<file path="config.mk">
export PLATFORM = sky130hd
export DESIGN_NAME = seg_mapper
export DESIGN_NICKNAME = d
export VERILOG_FILES = /design/src/rtl/segmap_pkg.sv /design/src/rtl/seg_route.sv /design/src/rtl/seg_rsp_mux.sv /design/src/rtl/seg_mapper.sv
export SDC_FILE = /design/constraint.sdc
export NUM_CORES = 1
export LEC_CHECK = 0
export BUFFER_PORTS_ARGS = -buffer_cell sky130_fd_sc_hd__buf_2
export CAP_MARGIN = 0
export CORE_AREA = 2 2 106 108
export CTS_BUF_LIST = sky130_fd_sc_hd__clkbuf_4
export DETAILED_ROUTE_END_ITERATION = 8
export DIE_AREA = 0 0 108 110
export SYNTH_ARGS = -nofsm -noshare
export SYNTH_HDL_FRONTEND = slang
export SYNTH_SLANG_ARGS = --single-unit
</file>
<file path="constraint.sdc">
create_clock -name clk -period 2.16 [get_ports clk]
set_input_delay 0.108 -clock clk [delete_from_list [all_inputs] [get_ports clk]]
set_output_delay 0.108 -clock clk [all_outputs]
set_load 0.03 [all_outputs]
</file>
<file path="src/rtl/segmap_pkg.sv">
package segmap_pkg;
    localparam int VA_W     = 32;
    localparam int SEG_W    = 4;
    localparam int OFF_W    = VA_W - SEG_W;
    localparam int NSEG     = 1 << SEG_W;
    localparam int NIB_W    = SEG_W;
    localparam int NIB_PER  = VA_W / NIB_W;
    localparam int PERM_W   = 3;
    localparam int ACC_W    = 2;
    localparam int EN_LO    = 2;
    localparam int EN_HI    = 3;
    localparam logic [PERM_W-1:0] PERM_ALL = '1;

    typedef enum logic {ST_IDLE, ST_WAIT} seg_st_e;

    typedef struct packed {
        seg_st_e          st;
        logic             loc_valid;
        logic [VA_W-1:0]  loc_paddr;
    } seg_state_t;
endpackage

</file>
<file path="src/rtl/seg_route.sv">
module seg_route
    import segmap_pkg::*;
(
    input  logic [VA_W-1:0] vaddr,
    input  logic [31:0]     gc_cfg,
    input  logic [31:0]     mm_cfg,
    input  logic [VA_W-1:0] kbase_lo,
    input  logic [VA_W-1:0] kbase_hi,
    output logic            paged,
    output logic [VA_W-1:0] loc_paddr
);
    logic [NIB_W-1:0] nib_tbl [NSEG];
    logic [SEG_W-1:0] seg;
    logic             xl_on;
    logic             direct;

    generate
        for (genvar g = 0; g < NSEG; g++) begin : g_nib
            if (g < NIB_PER) begin : g_lo
                assign nib_tbl[g] = kbase_lo[g*NIB_W +: NIB_W];
            end else begin : g_hi
                assign nib_tbl[g] = kbase_hi[(g-NIB_PER)*NIB_W +: NIB_W];
            end
        end
    endgenerate

    always_comb begin
        seg       = vaddr[VA_W-1 -: SEG_W];
        xl_on     = |gc_cfg[EN_HI:EN_LO];
        direct    = mm_cfg[seg];
        paged     = xl_on && !direct;
        loc_paddr = xl_on ? {nib_tbl[seg], vaddr[OFF_W-1:0]} : vaddr;
    end
endmodule

</file>
<file path="src/rtl/seg_rsp_mux.sv">
module seg_rsp_mux
    import segmap_pkg::*;
(
    input  logic              loc_valid,
    input  logic [VA_W-1:0]   loc_paddr,
    input  logic              pt_sel,
    input  logic [VA_W-1:0]   pt_paddr,
    input  logic [PERM_W-1:0] pt_perm,
    input  logic              pt_miss,
    output logic              rsp_valid,
    output logic [VA_W-1:0]   rsp_paddr,
    output logic [PERM_W-1:0] rsp_perm,
    output logic              rsp_miss
);
    always_comb begin
        rsp_valid = loc_valid | pt_sel;
        if (pt_sel) begin
            rsp_paddr = pt_paddr;
            rsp_perm  = pt_perm;
            rsp_miss  = pt_miss;
        end else begin
            rsp_paddr = loc_paddr;
            rsp_perm  = loc_valid ? PERM_ALL : '0;
            rsp_miss  = 1'b0;
        end
    end
endmodule

</file>
<file path="src/rtl/seg_mapper.sv">
module seg_mapper
    import segmap_pkg::*;
(
    input  logic              clk,
    input  logic              rst_n,
    input  logic              req_valid,
    output logic              req_ready,
    input  logic [VA_W-1:0]   req_vaddr,
    input  logic [ACC_W-1:0]  req_acc,
    input  logic [31:0]       gc_cfg,
    input  logic [31:0]       mm_cfg,
    input  logic [VA_W-1:0]   kbase_lo,
    input  logic [VA_W-1:0]   kbase_hi,
    output logic              pt_valid,
    input  logic              pt_ready,
    output logic [VA_W-1:0]   pt_vaddr,
    output logic [ACC_W-1:0]  pt_acc,
    input  logic              pt_rsp_valid,
    input  logic [VA_W-1:0]   pt_rsp_paddr,
    input  logic [PERM_W-1:0] pt_rsp_perm,
    input  logic              pt_rsp_miss,
    output logic              rsp_valid,
    output logic [VA_W-1:0]   rsp_paddr,
    output logic [PERM_W-1:0] rsp_perm,
    output logic              rsp_miss
);
    seg_state_t       state_d, state_q;
    logic             paged;
    logic [VA_W-1:0]  route_paddr;
    logic             pt_sel;

    seg_route u_route (
        .vaddr     (req_vaddr),
        .gc_cfg    (gc_cfg),
        .mm_cfg    (mm_cfg),
        .kbase_lo  (kbase_lo),
        .kbase_hi  (kbase_hi),
        .paged     (paged),
        .loc_paddr (route_paddr)
    );

    always_comb begin
        state_d           = state_q;
        state_d.loc_valid = 1'b0;
        req_ready         = 1'b0;
        pt_valid          = 1'b0;
        pt_vaddr          = req_vaddr;
        pt_acc            = req_acc;
        case (state_q.st)
            ST_IDLE: begin
                if (paged) begin
                    pt_valid  = req_valid;
                    req_ready = pt_ready;
                    if (req_valid && pt_ready)
                        state_d.st = ST_WAIT;
                end else begin
                    req_ready = 1'b1;
                    if (req_valid) begin
                        state_d.loc_valid = 1'b1;
                        state_d.loc_paddr = route_paddr;
                    end
                end
            end
            ST_WAIT: begin
                if (pt_rsp_valid)
                    state_d.st = ST_IDLE;
            end
            default: state_d.st = ST_IDLE;
        endcase
        pt_sel = (state_q.st == ST_WAIT) && pt_rsp_valid;
    end

    always_ff @(posedge clk) begin
        if (!rst_n) begin
            state_q.st        <= ST_IDLE;
            state_q.loc_valid <= 1'b0;
            state_q.loc_paddr <= '0;
        end else begin
            state_q <= state_d;
        end
    end

    seg_rsp_mux u_mux (
        .loc_valid (state_q.loc_valid),
        .loc_paddr (state_q.loc_paddr),
        .pt_sel    (pt_sel),
        .pt_paddr  (pt_rsp_paddr),
        .pt_perm   (pt_rsp_perm),
        .pt_miss   (pt_rsp_miss),
        .rsp_valid (rsp_valid),
        .rsp_paddr (rsp_paddr),
        .rsp_perm  (rsp_perm),
        .rsp_miss  (rsp_miss)
    );

    AST_OFF_NO_PT: assert property (@(posedge clk) disable iff (!rst_n)
        pt_valid |-> ((|gc_cfg[EN_HI:EN_LO]) && !mm_cfg[req_vaddr[VA_W-1 -: SEG_W]]));
    AST_LOCAL_FULL: assert property (@(posedge clk) disable iff (!rst_n)
        state_q.loc_valid |-> (rsp_valid && rsp_perm == PERM_ALL && !rsp_miss));
    AST_LOCAL_OFFSET: assert property (@(posedge clk) disable iff (!rst_n)
        (req_valid && req_ready && !pt_valid) |=> (rsp_valid && rsp_paddr[OFF_W-1:0] == $past(req_vaddr[OFF_W-1:0])));
    AST_WAIT_BLOCKS: assert property (@(posedge clk) disable iff (!rst_n)
        (state_q.st == ST_WAIT) |-> (!req_ready && !pt_valid));
    AST_PT_PASSBACK: assert property (@(posedge clk) disable iff (!rst_n)
        (state_q.st == ST_WAIT && pt_rsp_valid) |-> (rsp_valid && rsp_paddr == pt_rsp_paddr && rsp_miss == pt_rsp_miss));
    AST_PT_HOLD: assert property (@(posedge clk) disable iff (!rst_n)
        (pt_valid && !pt_ready) |=> (pt_valid && $stable(pt_vaddr)));
endmodule

</file>
After elaboration in Yosys (flattened, before gate mapping)
Index checks and enable logic that the tools add are counted.
Widths: inputs -> output; s select.
{ "totals": {"regBits": 34, "in_bits": 203, "out_inout_bits": 73, "word_cells": 36} }
{ "classes": {"n_lt_le_gt_ge": 2, "muxes": 19, "bitwise_logic": 5, "reduce_logical": 7} }
{ "op_table": {"columns": ["op", "count"], "rows": [
  ["$mux 32", 2],
  ["$mux 33", 1],
  ["$bmux 4 s4", 1],
  ["$mux 1", 9],
  ["$mux 4", 2],
  ["$lt 4x6->1 const B", 1],
  ["$mux 3", 2],
  ["$ge 5x5->1 const B", 1],
  ["$not 4->5", 1],
  ["$bmux 1 s4", 1],
  ["$logic_and 1x1->1", 3],
  ["$not 1->1", 3],
  ["$reduce_and 3->1", 1],
  ["$reduce_or 3->1", 1],
  ["$pmux 1 s2", 1],
  ["$reduce_or 2->1", 1],
  ["$logic_not 1->1", 1],
  ["$or 1x1->1", 1]
]} }

Logic depth before layout (Yosys ltp)
{ "logic_depth": {"depth_word": 6, "mapped_depth": 8, "depth_no_buf": 5} }

Modules after synthesis
A second synthesis with hierarchy kept.
{ "hier_totals": {"hier_cells": 316, "hier_area_um2": 3194.3} }
{ "by_module_without_submodules": {"columns": ["module", "n_inst", "cells_per_inst", "area_per_inst_um2", "seq_area_each_um2"], "rows": [
  ["seg_mapper", 1, 184, 1669.1, 680.7],
  ["seg_route", 1, 91, 942.2, 0.0],
  ["seg_rsp_mux", 1, 41, 583.1, 0.0]
]} }

Worst setup path before layout
OpenSTA, ideal clock, no wires.
{ "synth_timing": {"kind": "input-to-reg", "startpoint": "input req_vaddr[29]", "endpoint": "register state_q[10] (netlist name)", "setup_ns": 0.072, "arrival_time_ns": 1.702, "t_required_ns": 2.088, "slack_ns": 0.387, "stages": 6, "path_buffers": 2, "path_cell_list": "clkbuf_1 > mux4_2 > and2_4 > nor3_4 > buf_6 > mux2i_1"} }
{ "synth_via": {"elab_chain_len": 6} }
{ "synth_lines": {"columns": ["item", "line_no", "source"], "rows": [
  ["start, declared", "seg_mapper.sv:8", "input logic [VA_W-1:0] req_vaddr,"],
  ["$bmux 1 s4", "seg_route.sv:30", "direct = mm_cfg[seg];"],
  ["$mux 1 (not written as such)", "seg_route.sv:30", null],
  ["$logic_not 1->1", "seg_route.sv:31", "paged = xl_on && !direct;"],
  ["$logic_and 1x1->1", "seg_route.sv:31", null],
  ["$not 1->1 (no line)", null, null],
  ["$reduce_and 3->1 (no line)", null, null]
]} }
Every way passes these cells. The select of a mux whose other input is x is not followed.
A chain may end at the register's enable or synchronous reset.

Worst setup path after layout
{ "layout_timing": {"startpoint": "input req_vaddr[28]", "endpoint": "output req_ready"} }
{ "layout_via": {"elab_chain_len": 6} }
{ "layout_lines": {"columns": ["item", "line_no", "source"], "rows": [
  ["$bmux 1 s4", "seg_route.sv:30", null],
  ["$mux 1 (not written as such)", "seg_route.sv:30", null],
  ["$logic_not 1->1", "seg_route.sv:31", null],
  ["$logic_and 1x1->1", "seg_route.sv:31", null],
  ["$mux 1", "seg_mapper.sv:51", "if (paged) begin"],
  ["$mux 1", "seg_mapper.sv:49", "case (state_q.st)"],
  ["end, declared", "seg_mapper.sv:7", "output logic req_ready,"]
]} }
Every way passes these cells. The select of a mux whose other input is x is not followed.

==> metrics.md <==
| Metric | Value |
|---|---|
| Final hold vios | 0 |
| Required @ worst endpoint | 2050 ps |
| Arr. time, crit path | 1830 ps |
| # IOs | 276 |
| Max FFs per register | 34 |
| Fmax | 515.1 MHz |
| Vias per cell | 4.485 |
| Share of the synthesized area in the top cell type | 0.2475 |
| Nets | 686 |
| Pleak | 2.053 nW |
| GRT Overall Usage | 0.1234 |
| Seq pwr share | 0.359 |
| CTS tree | built |
| RSZ-0062 raised after global routing | false |
| Global placement routability congestion | 0.7392 |
| Net Count, Synth | 495 |
| Slew @ Worst Pin | 427.0 ps |
| Clock Skew | 9.268 ps |
| Largest net degree at the start of global routing | 45 |
| Ys flop type | dfxtp_1 |
| Starting density of the core | 0.2571 |
| Drc violations | 0 |
| Post-Synthesis Cells | 292 |
| Slew margin rel. | 0.7080 |
| Internal power | 1.285 mW |
| Final min period | 1941 ps |
| Worst Setup Path Type | primary input to output pin |
| Number of synthesized flops with an enable pin | 0 |
| Mean Syn Cell Area | 9.418 um^2 |
| Pwr Density | 498.2 mW/mm^2 |
| Core area | 0.01070 mm^2 |
| Die height | 110 um |
| Final Cycle Share | 0.8988 |
| Synth Warn # | 0 |
| Synth area leaders | dfxtp_1, mux2i_1, mux2_2 |
| CP Max Fanout | 17 |
| Clock root buffer | clkbuf_4 |
| Setup TNS | 0 ps |
| CTS sink cnt | 34 |
| VDD IR max | 0.0001875 V |
| First-pass GRT wire length | 11,750 um |
| Die Area | 0.01188 mm^2 |
| Setup slack after layout | 218.6 ps |
| Final Instance Area | 0.003933 mm^2 |
| Vias | 2,794 |
| Routed len/inst | 12.26 um |
| Async SR Flop Fraction | 0 |
| Clock latency on the worst-skew pair | 330 ps |
| Vias in the first global route | 2,718 |
| Max-cap viol count | 0 |
| Antenna viol nets, final | 0 |
| Status | finished clean |
| Iteration-0 DRC Markers | 94 |
| Diodes inserted | 0 |
| Crit start category | primary input |
| Synth unique cells | 32 |
| Largest reg by FF count | state_q |
| H-tree levels | 2 |
| First-pass iteration count of the detailed router | 4 |
| Final number of setup-violating endpoints | 0 |
| Cell Area, Synth | 0.002750 mm^2 |
| Clock transition at the registers of the reported paths | 110 ps |
| CP Capture Type | output pin |
| Post-DP Area | 0.003781 mm^2 |
| Synthesis-to-layout area growth | 42.99% |
| Largest registers | state_q: 34 flops |
| #FFs+latches synth | 34 |
| Initial antenna violation count | 0 |
| Grt total ovfl | 0 |
| DP HPWL | 6285 um |
| Sw frac | 0.3441 |
| Max Buffers Root-to-Sink | 2 |
| Port-buffer cells | 225 |
| Max-slew violation count | 0 |
| Horiz. Die Dim | 108 um |
| Net switching power | 0.6742 mW |
| Area leader, netlist | dfxtp_1 |
| Clk pwr share | 0.225 |
| Filler Cells Inserted | 1,113 |
| Share of layout cells above drive strength 1 | 0.6004 |
| Part of the power in combinational logic | 0.416 |
| Hold Crit Class | primary input to flop |
| Place WS | 195.0 ps |
| Post-Route WL | 7639 um |
| Row count | 38 |
| CTS buffer count | 5 |
| Register area share after synthesis | 0.2475 |
## layout make-up
cell class                 instances  area [um^2]  area share
multi-input combinational        202         1697      0.4314
sequential                        34        680.7      0.1731
clock buffer                       5        37.54    0.009545
clock inverter                     2        33.78    0.008591
tap                              140        175.2     0.04454
timing repair buffer             240         1309      0.3328
## worst max-delay path, stage by stage
cell and delay [ps]:
buf_2 260, buf_12 210, mux2i_1 220, a22oi_1 110, a31oi_1 400, nor2_1 130, o21ba_2 210, buf_2 170
## routing by layer
layer  share of wire  routed length, um  global-route usage
met1            0.36               2747              0.1258
met2            0.54               4116              0.2457
met3           0.083                634             0.02528
met4           0.018                141             0.04579
met5               0                  0                   0
## worst paths after layout
path                      start           to  slack (ps)  cells after the start
hold / removal    req_vaddr[21]  state_q[21]          30                      3
hold reg to reg     state_q[19]  state_q[19]         460                      2
setup / recovery  req_vaddr[28]    req_ready         220                      8
setup reg to reg    state_q[33]  state_q[11]         790                      4
## kinds of logic after synthesis
| logic type | after synthesis | synth area share |
|---|---|---|
| simple gates | 94 | 0.1474 |
| flops | 34 | 0.2475 |
| mux | 95 | 0.4331 |
| buf+inv | 56 | 0.1356 |
| compound gates | 13 | 0.03640 |
## per-stage QoR
step / util / instances / hold WS (ps) / power [mW]
4_1_cts: 0.3676 / 623 / 0.9972 / 2.009
5_1_grt: 0.3676 / 623 / 4.779 / 2.088
3_5_place_dp: 0.3535 / 608 / 216.4 / 1.531
6_report: 0.3676 / 623 / 29.09 / 1.959
2_1_floorplan: - / 292 / 250.1 / 1.287
3_3_place_gp: 0.3535 / 608 / 216.4 / 1.518
## Yosys cell counts, types with 2 or more instances
| library cell | count |
|---|---|
| a31oi_1 | 3 |
| buf_2 | 4 |
| buf_4 | 36 |
| buf_6 | 3 |
| clkbuf_1 | 12 |
| dfxtp_1 | 34 |
| mux2_2 | 32 |
| mux2i_1 | 47 |
| mux4_2 | 16 |
| nand2_1 | 68 |
| nand2b_1 | 2 |
| nand3_1 | 6 |
| nand3b_1 | 2 |
| nor2_1 | 8 |
| o211ai_1 | 2 |
## what timing repair did
action | 4_1_cts | 5_1_grt
resized for setup | 0 | 0
hold buffers | 8 | 0
setup buffers | 0 | 0
endpoints found under the hold margin | 8 | 0
## layout by cell type (no fill, tap or decap), types with 2 or more instances in the layout
cell,Yosys,layout
a31oi_1,3,3
buf_12,0,4
buf_2,4,225
buf_4,36,3
clkbuf_4,0,5
dfxtp_1,34,34
dlygate4sd3_1,0,8
mux2_2,32,32
mux2i_1,47,47
mux4_2,16,16
nand2_1,68,68
nand2b_1,2,2
nand3_1,6,6
nand3b_1,2,2
nor2_1,8,8
o211ai_1,2,2
## power groups by stage
stage	Combinational, mW	Clock [mW]	Sequential (mW)
after floorplan	0.579	0	0.709
after global placement	0.800	0	0.718
after detailed placement	0.812	0	0.719
after CTS	0.825	0.479	0.705
after global routing	0.881	0.496	0.711
final	0.815	0.440	0.704
Note: power is estimated with default switching activity, not from simulation.
